[config.mk]
export PLATFORM = sky130hd
export DESIGN_NAME = eeprom_fe_top
export DESIGN_NICKNAME = d
export VERILOG_FILES = /design/src/rtl/eeprom_fe_pkg.sv /design/src/rtl/eeprom_fe_decode.sv /design/src/rtl/eeprom_fe_ctrl.sv /design/src/rtl/eeprom_fe_fields.sv /design/src/rtl/eeprom_fe_top.sv
export SDC_FILE = /design/constraint.sdc
export NUM_CORES = 1
export LEC_CHECK = 0
export ABC_AREA = 1
export BUFFER_PORTS_ARGS = -buffer_cell sky130_fd_sc_hd__buf_2
export CAP_MARGIN = 15
export CORE_UTILIZATION = 36
export DETAILED_ROUTE_END_ITERATION = 7
export PLACE_DENSITY = 0.76
export SYNTH_ARGS = -nofsm -noshare
export SYNTH_HDL_FRONTEND = slang
export SYNTH_SLANG_ARGS = --single-unit
[constraint.sdc]
create_clock -name clk -period 1.2 [get_ports clk]
set_clock_uncertainty 0.1 [all_clocks]
set_input_delay 0.06 -clock clk [delete_from_list [all_inputs] [get_ports clk]]
set_output_delay 0.06 -clock clk [all_outputs]
set_load 0.02 [all_outputs]
[src/rtl/eeprom_fe_pkg.sv]
package eeprom_fe_pkg;

  typedef enum logic {
    OP_WRITE = 1'b0,
    OP_READ  = 1'b1
  } op_e;

  typedef enum logic {
    ST_IDLE = 1'b0,
    ST_WAIT = 1'b1
  } fe_state_e;

  // True when any enabled byte lane overlaps bits [lsb +: width].
  function automatic logic span_touched(input logic [15:0] strb,
                                        input int lsb,
                                        input int width);
    logic hit;
    hit = 1'b0;
    for (int b = 0; b < 16; b++) begin
      if (strb[b] && (b * 8 + 7 >= lsb) && (b * 8 <= lsb + width - 1))
        hit = 1'b1;
    end
    return hit;
  endfunction

endpackage

[src/rtl/eeprom_fe_decode.sv]
module eeprom_fe_decode #(
  parameter int REG_W  = 32,
  parameter int ADDR_W = 16,
  parameter int DATA_W = 8,
  localparam int STRB_W   = REG_W / 8,
  localparam int DATA_LSB = ADDR_W,
  localparam int OP_BIT   = ADDR_W + DATA_W + 1
) (
  input  logic              wr_en,
  input  logic [STRB_W-1:0] wr_strb,
  output logic              addr_hit,
  output logic              data_hit,
  output logic              op_hit
);
  import eeprom_fe_pkg::*;

  logic [15:0] strb_ext;

  always_comb begin
    strb_ext = '0;
    strb_ext[STRB_W-1:0] = wr_strb;
  end

  always_comb begin
    addr_hit = wr_en && span_touched(strb_ext, 0, ADDR_W);
    data_hit = wr_en && span_touched(strb_ext, DATA_LSB, DATA_W);
    op_hit   = wr_en && span_touched(strb_ext, OP_BIT, 1);
  end

endmodule

[src/rtl/eeprom_fe_ctrl.sv]
module eeprom_fe_ctrl (
  input  logic clk,
  input  logic rst,
  input  logic data_hit,
  input  logic be_ack,
  input  logic be_err,
  output logic launch,
  output logic capture,
  output logic busy,
  output logic done,
  output logic err
);
  import eeprom_fe_pkg::*;

  fe_state_e state;

  assign busy    = (state == ST_WAIT);
  assign launch  = data_hit && (state == ST_IDLE);
  assign capture = be_ack && (state == ST_WAIT);

  always_ff @(posedge clk) begin
    if (rst) begin
      state <= ST_IDLE;
      done  <= 1'b0;
      err   <= 1'b0;
    end else begin
      unique case (state)
        ST_IDLE: begin
          if (launch) begin
            state <= ST_WAIT;
            done  <= 1'b0;
            err   <= 1'b0;
          end
        end
        ST_WAIT: begin
          if (capture) begin
            state <= ST_IDLE;
            done  <= 1'b1;
            err   <= be_err;
          end
        end
        default: state <= ST_IDLE;
      endcase
    end
  end

  a_r2_launch_sets_busy: assert property (@(posedge clk) disable iff (rst)
    launch |=> busy && !done && !err);

  a_r7_done_after_ack: assert property (@(posedge clk) disable iff (rst)
    capture |=> done && !busy);

  a_r7_busy_done_exclusive: assert property (@(posedge clk) disable iff (rst)
    !(busy && done));

  a_r8_err_sticky: assert property (@(posedge clk) disable iff (rst)
    !busy && !data_hit |=> err == $past(err));

  a_r11_idle_ack_ignored: assert property (@(posedge clk) disable iff (rst)
    !busy && be_ack && !data_hit |=> $stable(done) && $stable(err) && !busy);

endmodule

[src/rtl/eeprom_fe_fields.sv]
module eeprom_fe_fields #(
  parameter int REG_W  = 32,
  parameter int ADDR_W = 16,
  parameter int DATA_W = 8,
  localparam int DATA_LSB = ADDR_W,
  localparam int OP_BIT   = ADDR_W + DATA_W + 1
) (
  input  logic              clk,
  input  logic              rst,
  input  logic [REG_W-1:0]  wr_data,
  input  logic              addr_hit,
  input  logic              op_hit,
  input  logic              busy,
  input  logic              launch,
  input  logic              capture,
  input  logic [DATA_W-1:0] rdata,
  output logic [ADDR_W-1:0] addr_q,
  output logic [DATA_W-1:0] data_q,
  output logic              op_q
);
  import eeprom_fe_pkg::*;

  logic op_next;

  assign op_next = (op_hit && !busy) ? wr_data[OP_BIT] : op_q;

  always_ff @(posedge clk) begin
    if (rst) begin
      addr_q <= '0;
      op_q   <= OP_WRITE;
    end else if (!busy) begin
      if (addr_hit) addr_q <= wr_data[ADDR_W-1:0];
      if (op_hit)   op_q   <= wr_data[OP_BIT];
    end
  end

  always_ff @(posedge clk) begin
    if (rst) begin
      data_q <= '0;
    end else if (capture && op_q == OP_READ) begin
      data_q <= rdata;
    end else if (launch && op_next == OP_WRITE) begin
      data_q <= wr_data[DATA_LSB +: DATA_W];
    end
  end

  a_r4_read_capture: assert property (@(posedge clk) disable iff (rst)
    capture && op_q == OP_READ |=> data_q == $past(rdata));

  a_r6_fields_frozen: assert property (@(posedge clk) disable iff (rst)
    busy && !capture |=> $stable(addr_q) && $stable(op_q) && $stable(data_q));

endmodule

[src/rtl/eeprom_fe_top.sv]
module eeprom_fe_top #(
  parameter int REG_W  = 32,
  parameter int ADDR_W = 16,
  parameter int DATA_W = 8,
  localparam int STRB_W   = REG_W / 8,
  localparam int DATA_LSB = ADDR_W,
  localparam int BUSY_BIT = ADDR_W + DATA_W,
  localparam int OP_BIT   = BUSY_BIT + 1,
  localparam int DONE_BIT = BUSY_BIT + 2,
  localparam int ERR_BIT  = BUSY_BIT + 3
) (
  input  logic              clk,
  input  logic              rst,
  input  logic              reg_wr_en,
  input  logic [REG_W-1:0]  reg_wr_data,
  input  logic [STRB_W-1:0] reg_wr_strb,
  output logic [REG_W-1:0]  reg_rd_data,
  output logic              be_req,
  output logic [ADDR_W-1:0] be_addr,
  output logic [DATA_W-1:0] be_wdata,
  output logic              be_rd,
  input  logic              be_ack,
  input  logic [DATA_W-1:0] be_rdata,
  input  logic              be_err
);

  logic addr_hit, data_hit, op_hit;
  logic launch, capture, busy, done, err;
  logic [ADDR_W-1:0] addr_q;
  logic [DATA_W-1:0] data_q;
  logic op_q;
  logic unused_wr_bits;

  assign unused_wr_bits = ^{reg_wr_data[REG_W-1:OP_BIT+1], reg_wr_data[BUSY_BIT]};

  eeprom_fe_decode #(.REG_W(REG_W), .ADDR_W(ADDR_W), .DATA_W(DATA_W)) u_decode (
    .wr_en    (reg_wr_en),
    .wr_strb  (reg_wr_strb),
    .addr_hit (addr_hit),
    .data_hit (data_hit),
    .op_hit   (op_hit)
  );

  eeprom_fe_ctrl u_ctrl (
    .clk      (clk),
    .rst      (rst),
    .data_hit (data_hit),
    .be_ack   (be_ack),
    .be_err   (be_err),
    .launch   (launch),
    .capture  (capture),
    .busy     (busy),
    .done     (done),
    .err      (err)
  );

  eeprom_fe_fields #(.REG_W(REG_W), .ADDR_W(ADDR_W), .DATA_W(DATA_W)) u_fields (
    .clk      (clk),
    .rst      (rst),
    .wr_data  (reg_wr_data),
    .addr_hit (addr_hit),
    .op_hit   (op_hit),
    .busy     (busy),
    .launch   (launch),
    .capture  (capture),
    .rdata    (be_rdata),
    .addr_q   (addr_q),
    .data_q   (data_q),
    .op_q     (op_q)
  );

  always_comb begin
    reg_rd_data = '0;
    reg_rd_data[ADDR_W-1:0]          = addr_q;
    reg_rd_data[DATA_LSB +: DATA_W]  = data_q;
    reg_rd_data[BUSY_BIT]            = busy;
    reg_rd_data[OP_BIT]              = op_q;
    reg_rd_data[DONE_BIT]            = done;
    reg_rd_data[ERR_BIT]             = err;
  end

  assign be_req   = busy;
  assign be_addr  = addr_q;
  assign be_wdata = data_q;
  assign be_rd    = op_q;

  a_r5_req_held: assert property (@(posedge clk) disable iff (rst)
    be_req && !be_ack |=> be_req && $stable(be_addr) && $stable(be_wdata) && $stable(be_rd));

  a_r5_req_drops: assert property (@(posedge clk) disable iff (rst)
    be_req && be_ack |=> !be_req);

  a_r10_reserved_zero: assert property (@(posedge clk) disable iff (rst)
    reg_rd_data[REG_W-1:ERR_BIT+1] == '0);

endmodule

==> metrics.txt <==
status finished with violations; failing checks negative setup slack; most frequent cells in the layout 95 x buf_2, 42 x nor2_1, 27 x nand2_1; initial antenna violation count 0; ANT nets after route 0; WL/cell 11.0 µm; # DRC 0; Worst-Skew Late Latency 0.27 ns; # rows 22; final worst slack -0.0313 ns; worst flop-to-flop path startpoint u_ctrl.busy$_SDFF_PP0_; routed via count 1,521; HP Class in2reg; f_max 812 MHz; placeable core area 3770 µm²; Area Growth Syn to Fin 44.6%; initial core utilization 0.385; clock root cell clkbuf_8; chip width 65.5 µm; Leakage 1.17 nW; post-synthesis register bit count 28; All-Layer GR Usage 0.178; DP HPWL 2.28 mm; largest net degree at the start of global routing 25; unique cell type count in the Yosys netlist 21; CP arrival 1.07 ns; Hold Slack 0.0108 ns; CTS Buffer Depth 2; FF-to-FF path depth 6; RSZ-0062 raised after global routing true; Max rail drop VDD 0.501 mV; Clock transition at path regs 0.10 ns; Tmin final 1.23 ns; leading cell type in the layout, fill and taps excluded buf_2; Routed WL 3.79 mm; final hold violation count 0; DR iter-0 viols 58; final worst path period share 1.03; Worst Hold Path EP u_fields.data_q[7]$_SDFFE_PP0P_; # IOs 107; Layout fillers 381; total power 2.29 mW; final net count 346; HP Start reg_wr_data[23]; die area 4290 µm²; Yosys top cell area share 0.387; Hold Crit Depth 5; port buffer count 95; first-pass GRT wire length 5.84 mm; DRT Pass-1 Iters 4; Synth area leaders dfxtp_1 39%, buf_4 17%, nor2_1 11%; critical path launch point type flop; H-tree depth 1; CTS tree built; GR Overflow Total 0; GR Util met3 0.0260; Cells after Synth 205; final setup fails 8; layer with the highest usage met2; most area-hungry cell type in the Yosys netlist dfxtp_1; Global Route met2 Usage 0.344; crit path max fanout 4; worst reg2reg setup slack -0.01 ns; CTS Buf Count 3; Power per Cell Area 1090 nW/µm²; placed cell count 318; Slew Viols, Final 0; CTS Sinks 28; max-capacitance violation count 0; worst r2r dst u_fields.data_q[6]$_SDFFE_PP0P_; Required @ worst endpoint 1.04 ns; Layout Cells excl Fill 344; Critical Path Sink Type output pin; n_diodes 0; via-per-instance ratio 4.42; GR Layer Usage met1 0.185; register area share after synthesis 0.387; Cell Area, Synth 1450 µm²; vias in the first global route 1,331; Ys Warns 0; WS Path Type reg2out; share of cells above drive strength 1 0.416; post-synthesis area per instance 7.07 µm²; gp weighted congestion 0.742; fin util 0.556; Die H 65.5 µm
## Yosys cell counts
master,number
buf_6,1
inv_2,2
nor2_1,42
o21ai_0,18
a21oi_1,11
inv_1,10
inv_4,1
conb_1,1
dfxtp_1,28
clkbuf_1,2
buf_2,3
nand3_2,1
nand2_1,29
nor2_4,1
nand4_1,1
nand2_4,1
nand3_1,17
clkbuf_2,1
buf_4,33
nor2_2,1
nand2_2,1
## metal layers
layer  vias to the layer above  share of wire
met1                       652           0.42
met5                         -              0
met2                        68           0.51
li1                        795              -
met3                         6          0.056
met4                         0          0.018
## what timing repair did
action,CTS,global route
endpoints found under the setup margin,10,24
pin swaps,2,2
hold endpoints to repair,19,0
hold buffers,18,0
cloned,1,0
setup buffers,2,1
resized for setup,11,13
## through the flow
stage                     cell area, µm²  worst slack [ns]  setup TNS, ns
after floorplan                     1500           -0.0128         -0.102
after global placement              1790           0.00770              0
after detailed placement            1790           -0.0108        -0.0276
after CTS                           2080           -0.0210        -0.0812
after global routing                2100           -0.0792          -1.14
final                               2100           -0.0313         -0.119
## worst max path at each step
| stage | start | to | depth (start not counted) |
|---|---|---|---|
| floorplan | u_ctrl.busy$_SDFF_PP0_ | u_fields.data_q[0]$_SDFFE_PP0P_ | 6 |
| global placement | u_ctrl.busy$_SDFF_PP0_ | u_fields.data_q[0]$_SDFFE_PP0P_ | 6 |
| detailed placement | u_ctrl.busy$_SDFF_PP0_ | u_fields.data_q[6]$_SDFFE_PP0P_ | 6 |
| CTS | u_ctrl.busy$_SDFF_PP0_ | u_fields.data_q[6]$_SDFFE_PP0P_ | 6 |
| global route | u_ctrl.busy$_SDFF_PP0_ | u_fields.data_q[7]$_SDFFE_PP0P_ | 6 |
| finish | u_ctrl.busy$_SDFF_PP0_ | reg_rd_data[24] | 3 |
## where the power goes
group	switching (mW)	internal [mW]
sequential	0.0566	1.00
combinational	0.428	0.283
clock	0.281	0.238
## flip-flops by register name, indices dropped and copies added (netlist names)
register         cells
u_ctrl.busy          1
u_ctrl.done          1
u_fields.op_q        1
u_ctrl.err           1
u_fields.data_q      8
u_fields.addr_q     16
## cell type report
type                    count  area (µm²)  area share
clock buffers               4        45.0      0.0215
inverters                  13        56.3      0.0268
multi-input cells         128         626       0.298
flip-flops and latches     28         568       0.271
well taps                  48        60.1      0.0286
repair buffers            123         742       0.354
## critical path, cell delays in order (launching register included)
cell and delay [ns]:
dfxtp_4 0.39, buf_4 0.14, buf_4 0.13, buf_2 0.15
## kinds of logic after synthesis
group	after synthesis	share of synthesized area
compound gates	29	0.100
buf+inv	53	0.233
flops	28	0.387
other cells	1	0.00259
simple gates	94	0.278
Power figures use the tool's default switching activity.
